<file path="src/rtl/ml11_pkg.sv">
package ml11_pkg;
  localparam int unsigned NUM_MAG  = 5;
  localparam int unsigned NUM_CELL = 2;
  localparam int unsigned MAX_STEP = 5;

  typedef struct packed {
    logic pol;
    logic minor;
    logic minor_n;
    logic cell_hi;
    logic cell_lo;
  } sw_state_t;

  localparam sw_state_t SW_ZERO = '{pol: 1'b0, minor: 1'b0, minor_n: 1'b1,
                                    cell_hi: 1'b0, cell_lo: 1'b0};
endpackage

</file>
<file path="src/rtl/ml11_carrier_gen.sv">
module ml11_carrier_gen
  import ml11_pkg::*;
#(
  parameter int unsigned FRAC_W = 4,
  localparam int unsigned PH_W  = FRAC_W + 1
) (
  input  logic                                clk_i,
  input  logic                                rst_ni,
  output logic                                peak_o,
  output logic [NUM_MAG-1:0][FRAC_W-1:0]      mag_carr_o,
  output logic [NUM_CELL-1:0][FRAC_W-1:0]     cell_carr_o
);
  localparam int unsigned PER  = 2 ** PH_W;
  localparam int unsigned HALF = 2 ** FRAC_W;

  logic [PH_W-1:0] ph_q;

  always_ff @(posedge clk_i or negedge rst_ni) begin
    if (!rst_ni) ph_q <= '0;
    else         ph_q <= ph_q + 1'b1;
  end

  assign peak_o = (ph_q == PH_W'(HALF - 1));

  // triangle: rising over first half, mirrored over second half, 0..HALF-1
  for (genvar m = 0; m < NUM_MAG; m++) begin : g_mag
    localparam int unsigned OFF = (m * PER) / NUM_MAG;
    logic [PH_W-1:0] sh;
    assign sh            = ph_q + PH_W'(OFF);
    assign mag_carr_o[m] = sh[FRAC_W] ? ~sh[FRAC_W-1:0] : sh[FRAC_W-1:0];
  end

  for (genvar c = 0; c < NUM_CELL; c++) begin : g_cell
    localparam int unsigned OFF = (c * PER) / NUM_CELL;
    logic [PH_W-1:0] sh;
    assign sh             = ph_q + PH_W'(OFF);
    assign cell_carr_o[c] = sh[FRAC_W] ? ~sh[FRAC_W-1:0] : sh[FRAC_W-1:0];
  end
endmodule

</file>
<file path="src/rtl/ml11_quantizer.sv">
module ml11_quantizer
  import ml11_pkg::*;
#(
  parameter int unsigned FRAC_W = 4,
  localparam int unsigned MAG_W = FRAC_W + 4
) (
  input  logic                            clk_i,
  input  logic                            rst_ni,
  input  logic [MAG_W-1:0]                mag_i,
  input  logic [NUM_MAG-1:0][FRAC_W-1:0]  carr_i,
  output logic [2:0]                      stair_o
);
  localparam int unsigned HALF  = 2 ** FRAC_W;
  localparam int unsigned MAG_MAX = MAX_STEP * HALF;

  logic [MAG_W-1:0]   mag_sat;
  logic [NUM_MAG-1:0] cmp;

  assign mag_sat = (mag_i > MAG_W'(MAG_MAX)) ? MAG_W'(MAG_MAX) : mag_i;

  // carrier m lives in band [m*HALF, (m+1)*HALF)
  for (genvar m = 0; m < NUM_MAG; m++) begin : g_cmp
    logic [MAG_W-1:0] thr;
    assign thr    = MAG_W'(m * HALF) + MAG_W'(carr_i[m]);
    assign cmp[m] = mag_sat > thr;
  end

  always_comb begin
    stair_o = '0;
    for (int i = 0; i < NUM_MAG; i++) stair_o = stair_o + 3'(cmp[i]);
  end

  AST_STAIR_BAND: assert property (@(posedge clk_i) disable iff (!rst_ni)
    (MAG_W'(stair_o) >= (mag_sat >> FRAC_W)) &&
    (MAG_W'(stair_o) <= ((mag_sat + MAG_W'(HALF - 1)) >> FRAC_W)));

  AST_SAT_TOP: assert property (@(posedge clk_i) disable iff (!rst_ni)
    (mag_i >= MAG_W'(MAG_MAX)) |-> (stair_o == 3'(MAX_STEP)));
endmodule

</file>
<file path="src/rtl/ml11_splitter.sv">
module ml11_splitter
  import ml11_pkg::*;
(
  input  logic       neg_i,
  input  logic [2:0] stair_i,
  output logic [1:0] major_half_o,
  output logic       minor_o
);
  logic [2:0] fold;

  // negative side is offset into 0..5 so the even/odd split is uniform
  assign fold         = neg_i ? (3'(MAX_STEP) - stair_i) : stair_i;
  assign major_half_o = fold[2:1];
  assign minor_o      = fold[0];
endmodule

</file>
<file path="src/rtl/ml11_cell_mod.sv">
module ml11_cell_mod
  import ml11_pkg::*;
#(
  parameter int unsigned FRAC_W = 4
) (
  input  logic                             clk_i,
  input  logic                             rst_ni,
  input  logic [1:0]                       major_half_i,
  input  logic [NUM_CELL-1:0][FRAC_W-1:0]  carr_i,
  output logic                             cell_hi_o,
  output logic                             cell_lo_o
);
  logic [FRAC_W+1:0] lvl_w;

  // major_half*HALF against 2*carrier; two carriers half a period apart
  assign lvl_w     = {major_half_i, {FRAC_W{1'b0}}};
  assign cell_lo_o = lvl_w > {1'b0, carr_i[0], 1'b0};
  assign cell_hi_o = lvl_w > {1'b0, carr_i[1], 1'b0};

  AST_CELL_SUM: assert property (@(posedge clk_i) disable iff (!rst_ni)
    ({1'b0, cell_hi_o} + {1'b0, cell_lo_o}) == major_half_i);
endmodule

</file>
<file path="src/rtl/ml11_modulator.sv">
module ml11_modulator
  import ml11_pkg::*;
#(
  parameter int unsigned FRAC_W = 4,
  localparam int unsigned REF_W = FRAC_W + 4
) (
  input  logic                    clk_i,
  input  logic                    rst_ni,
  input  logic signed [REF_W-1:0] ref_i,
  output logic                    pol_o,
  output logic                    minor_o,
  output logic                    minor_n_o,
  output logic                    cell_hi_o,
  output logic                    cell_lo_o
);
  logic                               peak;
  logic [NUM_MAG-1:0][FRAC_W-1:0]     mag_carr;
  logic [NUM_CELL-1:0][FRAC_W-1:0]    cell_carr;
  logic signed [REF_W-1:0]            ref_q;
  logic                               neg;
  logic [REF_W-1:0]                   mag;
  logic [2:0]                         stair;
  logic [1:0]                         major_half;
  logic                               minor;
  logic                               c_hi, c_lo;
  sw_state_t                          sw_d, sw_q;

  ml11_carrier_gen #(.FRAC_W(FRAC_W)) u_carr (
    .clk_i      (clk_i),
    .rst_ni     (rst_ni),
    .peak_o     (peak),
    .mag_carr_o (mag_carr),
    .cell_carr_o(cell_carr)
  );

  always_ff @(posedge clk_i or negedge rst_ni) begin
    if (!rst_ni)   ref_q <= '0;
    else if (peak) ref_q <= ref_i;
  end

  assign neg = ref_q[REF_W-1];
  assign mag = neg ? ((~ref_q) + {{(REF_W-1){1'b0}}, 1'b1}) : ref_q;

  ml11_quantizer #(.FRAC_W(FRAC_W)) u_quant (
    .clk_i  (clk_i),
    .rst_ni (rst_ni),
    .mag_i  (mag),
    .carr_i (mag_carr),
    .stair_o(stair)
  );

  ml11_splitter u_split (
    .neg_i       (neg),
    .stair_i     (stair),
    .major_half_o(major_half),
    .minor_o     (minor)
  );

  ml11_cell_mod #(.FRAC_W(FRAC_W)) u_cell (
    .clk_i       (clk_i),
    .rst_ni      (rst_ni),
    .major_half_i(major_half),
    .carr_i      (cell_carr),
    .cell_hi_o   (c_hi),
    .cell_lo_o   (c_lo)
  );

  always_comb begin
    sw_d.pol     = neg;
    sw_d.minor   = minor;
    sw_d.minor_n = ~minor;
    sw_d.cell_hi = c_hi;
    sw_d.cell_lo = c_lo;
  end

  always_ff @(posedge clk_i or negedge rst_ni) begin
    if (!rst_ni) sw_q <= SW_ZERO;
    else         sw_q <= sw_d;
  end

  assign pol_o     = sw_q.pol;
  assign minor_o   = sw_q.minor;
  assign minor_n_o = sw_q.minor_n;
  assign cell_hi_o = sw_q.cell_hi;
  assign cell_lo_o = sw_q.cell_lo;

  AST_REF_HOLD: assert property (@(posedge clk_i) disable iff (!rst_ni)
    !peak |=> $stable(ref_q));

  AST_POL_SIGN: assert property (@(posedge clk_i) disable iff (!rst_ni)
    1'b1 |=> (pol_o == $past(ref_q[REF_W-1])));
endmodule

</file>
<file path="config.mk">
export PLATFORM = sky130hd
export DESIGN_NAME = ml11_modulator
export DESIGN_NICKNAME = d
export VERILOG_FILES = /design/src/rtl/ml11_pkg.sv /design/src/rtl/ml11_carrier_gen.sv /design/src/rtl/ml11_quantizer.sv /design/src/rtl/ml11_splitter.sv /design/src/rtl/ml11_cell_mod.sv /design/src/rtl/ml11_modulator.sv
export SDC_FILE = /design/constraint.sdc
export NUM_CORES = 1
export LEC_CHECK = 0
export BUFFER_PORTS_ARGS = -buffer_cell sky130_fd_sc_hd__buf_2
export CORE_ASPECT_RATIO = 2
export CORE_UTILIZATION = 45
export CTS_BUF_LIST = sky130_fd_sc_hd__clkbuf_8
export CTS_CLUSTER_DIAMETER = 40
export DETAILED_ROUTE_END_ITERATION = 8
export PLACE_DENSITY = 0.62
export SYNTH_ARGS = -nofsm -noshare
export SYNTH_HDL_FRONTEND = slang
export SYNTH_SLANG_ARGS = --single-unit
</file>
<file path="constraint.sdc">
create_clock -name clk_i -period 4.9 [get_ports clk_i]
set_input_delay 0.245 -clock clk_i [delete_from_list [all_inputs] [get_ports clk_i]]
set_output_delay 0.245 -clock clk_i [all_outputs]
set_load 0.03 [all_outputs]
</file>
==> results by group <==
Min path
  – Worst hold path class: input port to register

Place
  – Dpl hpwl: 4280 µm
  – I/O Buffers: 14
  – Placer congestion estimate: 0.832

Route
  – Routed WL: 5340 µm
  – 1st-iter DRT viols: 31
  – DRC Markers: 0
  – Vias: 1813
  – Wire per inst: 16.2 µm
  – Drt first pass iters: 4
  – Via-to-Cell Ratio: 5.51
  – Final ANT Viol Nets: 0

Clocking
  – Root Driver: clkbuf_8
  – CTS tree: yes
  – CTS Sinks: 18
  – Clock Latency Late Sink: around 0.25 ns
  – CTS buffer count: 3
  – Worst-path clk slew: 0.07 ns
  – Clock Path Buffers: 2
  – H-Tree Depth: 1

Worst setup path
  – CP endpoint kind: register
  – Worst Path Required: 5.04 ns
  – Critical path data arrival time: 5.25 ns
  – Maximum fanout along the worst path: 4
  – CP startpoint kind: register
  – WS Path Type: register to register

Floorplan
  – Die area: 0.00476 mm²
  – Die height: 96.6 µm
  – Core area: 0.00434 mm²
  – Rows: 34
  – Chip Width: 49.3 µm
  – Initial Util: 46.4%
  – Boundary pin count: 15

Timing
  – PnR worst setup slack: -0.203 ns
  – Hold Fails Final Rpt: 0
  – Fin crit period: 5.10 ns
  – Clock Skew: 0.00448 ns
  – Pins Over Slew Limit: 0
  – Fin crit share: 104%
  – Slew HR: roughly 41%
  – Fmax: 196 MHz
  – Slew @ Worst Pin: just under 0.9 ns
  – Final setup viols: 2
  – Unrepaired setup endpoints after global routing: true
  – Final TNS setup: -0.387 ns
  – Final hold slack: between 0.2 and 0.25 ns

Global routing
  – Met2 Use GR: 51.1%
  – M1 GR Usage: 19.4%
  – Initial antenna violation count: 0
  – First-pass GRT wire length: around 8500 µm
  – Gr usage total: 24.0%
  – Most Crowded Layer GR: met2
  – Via count of the first global-routing pass: 1931
  – GRT met3 Usage: ~1.6%
  – Total gr overflow: 0
  – Largest net degree at the start of global routing: 19

Logic synthesis
  – Syn_area_per_cell: 9.20 µm²
  – Register area share after synthesis: around 22%
  – Post-synth design cell area: 0.00201 mm²
  – Yosys reg bits: 18
  – Synth warn: 0
  – EDFF count, synth: 0
  – Synth Instances: 219
  – Ys async rst share: 100%
  – Count of cell types in the netlist: 48
  – Top FF cell, synth: dfrtp_1
  – Post-Syn Nets: ~260

Job
  – Maximum Capacitance Violations: 0

Finish
  – Final nets: 320
  – Utilization after layout: 60.1%
  – Antenna cell count: 0
  – Layout cell share with drive strength beyond 1: 34.9%
  – Area growth syn-to-layout: 29.4%

Power
  – Leak pwr: 0.00118 µW
  – Maximum VDD drop: 239 µV
  – PwrDens: ~220 mW/mm²

Outcome
  – Failing checks: setup timing
  – Status: complete, but fails checks
## layer usage
layer | share of wire, % | vias up
met3 | 1.7 | 24
met2 | 60 | 46
li1 | - | 881
met4 | 6.3 | 0
met5 | 0 | -
met1 | 32 | 862
## cell usage after synthesis, types with 2 or more instances
cell      count  area share (%)
a21o_1        3             1.1
a21oi_1       9             2.2
clkbuf_1      3            0.56
dfrtp_1      17              21
fa_1          2             2.0
ha_1         32              20
inv_1        19             3.5
mux2_2        6             3.4
nand2_1      10             1.9
nand2b_1      4             1.2
nand3_1       6             1.5
nand4_1       3            0.93
nor2_1       14             2.6
nor2b_1       4             1.2
nor3_1        5             1.2
nor3b_1       2            0.75
nor4b_1       2            0.87
o211ai_1      2            0.75
o21a_1        4             1.5
o21a_4        2             1.5
o21ai_0       8             2.0
o221ai_1      2            0.87
o31ai_1       2            0.75
or2_2         2            0.62
or4bb_2       2             1.2
xnor2_1      22             9.6
xor2_1       11             4.8
## state kept, by name, summed over array words and instances (netlist names)
register / flops
cell_lo_o: 1
u_carr.ph_q: 5
ref_q: 8
cell_hi_o: 1
minor_n_o: 1
pol_o: 1
minor_o: 1
## critical path, cell delays in order, from the launching register on
cell and delay (ns):
dfrtp_1 0.42, inv_2 0.10, ha_4 0.16, or4b_4 0.48
o31a_1 0.30, o21a_4 0.22, o21a_4 0.14, nor2_4 0.15
ha_1 0.28, nand2_1 0.08, a21oi_1 0.05, a311oi_1 0.27
nor3_1 0.08, buf_4 0.15, ha_1 0.28, inv_2 0.04
fa_1 0.47, inv_1 0.07, ha_1 0.14, inv_1 0.05
fa_1 0.51, inv_2 0.05, ha_1 0.26, nand4_1 0.07
a21o_1 0.19
## report_power, final
| part | internal [µW] | leakage [µW] | switching, µW |
|---|---|---|---|
| clock | 71.3 | 0.0000288 | 49.0 |
| sequential | 173 | 0.000210 | 9.39 |
| combinational | 127 | 0.000943 | 154 |
## per-stage QoR
stage | power, µW | cell area (µm²) | instances | worst slack [ns]
after global routing | 627 | 2610 | 329 | -0.448
final | 583 | 2610 | 329 | -0.203
after floorplan | 354 | 2050 | 219 | 0.00237
after CTS | 581 | 2570 | 328 | -0.204
after detailed placement | 442 | 2380 | 311 | -0.291
after global placement | 436 | 2380 | 311 | -0.284
## cell usage in the layout (no fill, tap or decap), types with 2 or more instances in the layout
master	count
o31ai_1	2
nor2b_1	4
nand3_1	6
o21a_4	2
buf_4	42
o211ai_1	2
buf_2	14
fa_1	2
nor3b_1	2
a21oi_1	8
nor3_1	5
inv_2	4
nor4b_2	2
ha_4	3
nand2b_1	4
dfrtp_1	17
nor2_1	11
inv_1	15
xor2_1	11
mux2_2	6
xnor2_1	22
o21ai_0	7
ha_1	29
o21a_1	4
nand4_1	3
nand2_1	9
nor2_4	2
clkbuf_8	4
a21o_1	3
or2_2	2
## worst paths after layout
| kind | from | endpoint | slack, ns | depth (start not counted) |
|---|---|---|---|---|
| worst max-delay path | ref_q[1] | cell_lo_o | -0.20 | 24 |
| worst min-delay path | ref_i[0] | ref_q[0] | 0.21 | 3 |
| worst max register to register | ref_q[1] | cell_lo_o | -0.20 | 24 |
| worst min register to register | u_carr.ph_q[0] | u_carr.ph_q[0] | 0.57 | 1 |
| max in group asynchronous | rst_ni | minor_n_o | 4.11 | 2 |
| min in group asynchronous | rst_ni | ref_q[0] | 0.45 | 2 |
## cell type report
cell class | count | area, µm²
well taps | 54 | 67.6
inverters | 19 | 71.3
multi-input cells | 176 | 1550
clock buffers | 4 | 55.1
repair buffers | 58 | 415
fillers | 407 | 1730
flip-flops and latches | 18 | 452
## cells by family after synthesis
family | Yosys count | share of synthesized area, %
xor+xnor | 33 | 14.3
fa+ha+maj | 34 | 21.9
mux | 6 | 3.35
buf+inv | 25 | 5.71
flops | 18 | 22.4
simple gates | 60 | 16.8
compound gates | 43 | 15.5
## repair_timing
action,CTS,global route
hold endpoints to repair,17,0
buffers inserted,12,1
resized for setup,8,6
pin swaps,3,2
endpoints found under the setup margin,2,2
hold buffers,1,0
Note: power is estimated with default switching activity, not from simulation.
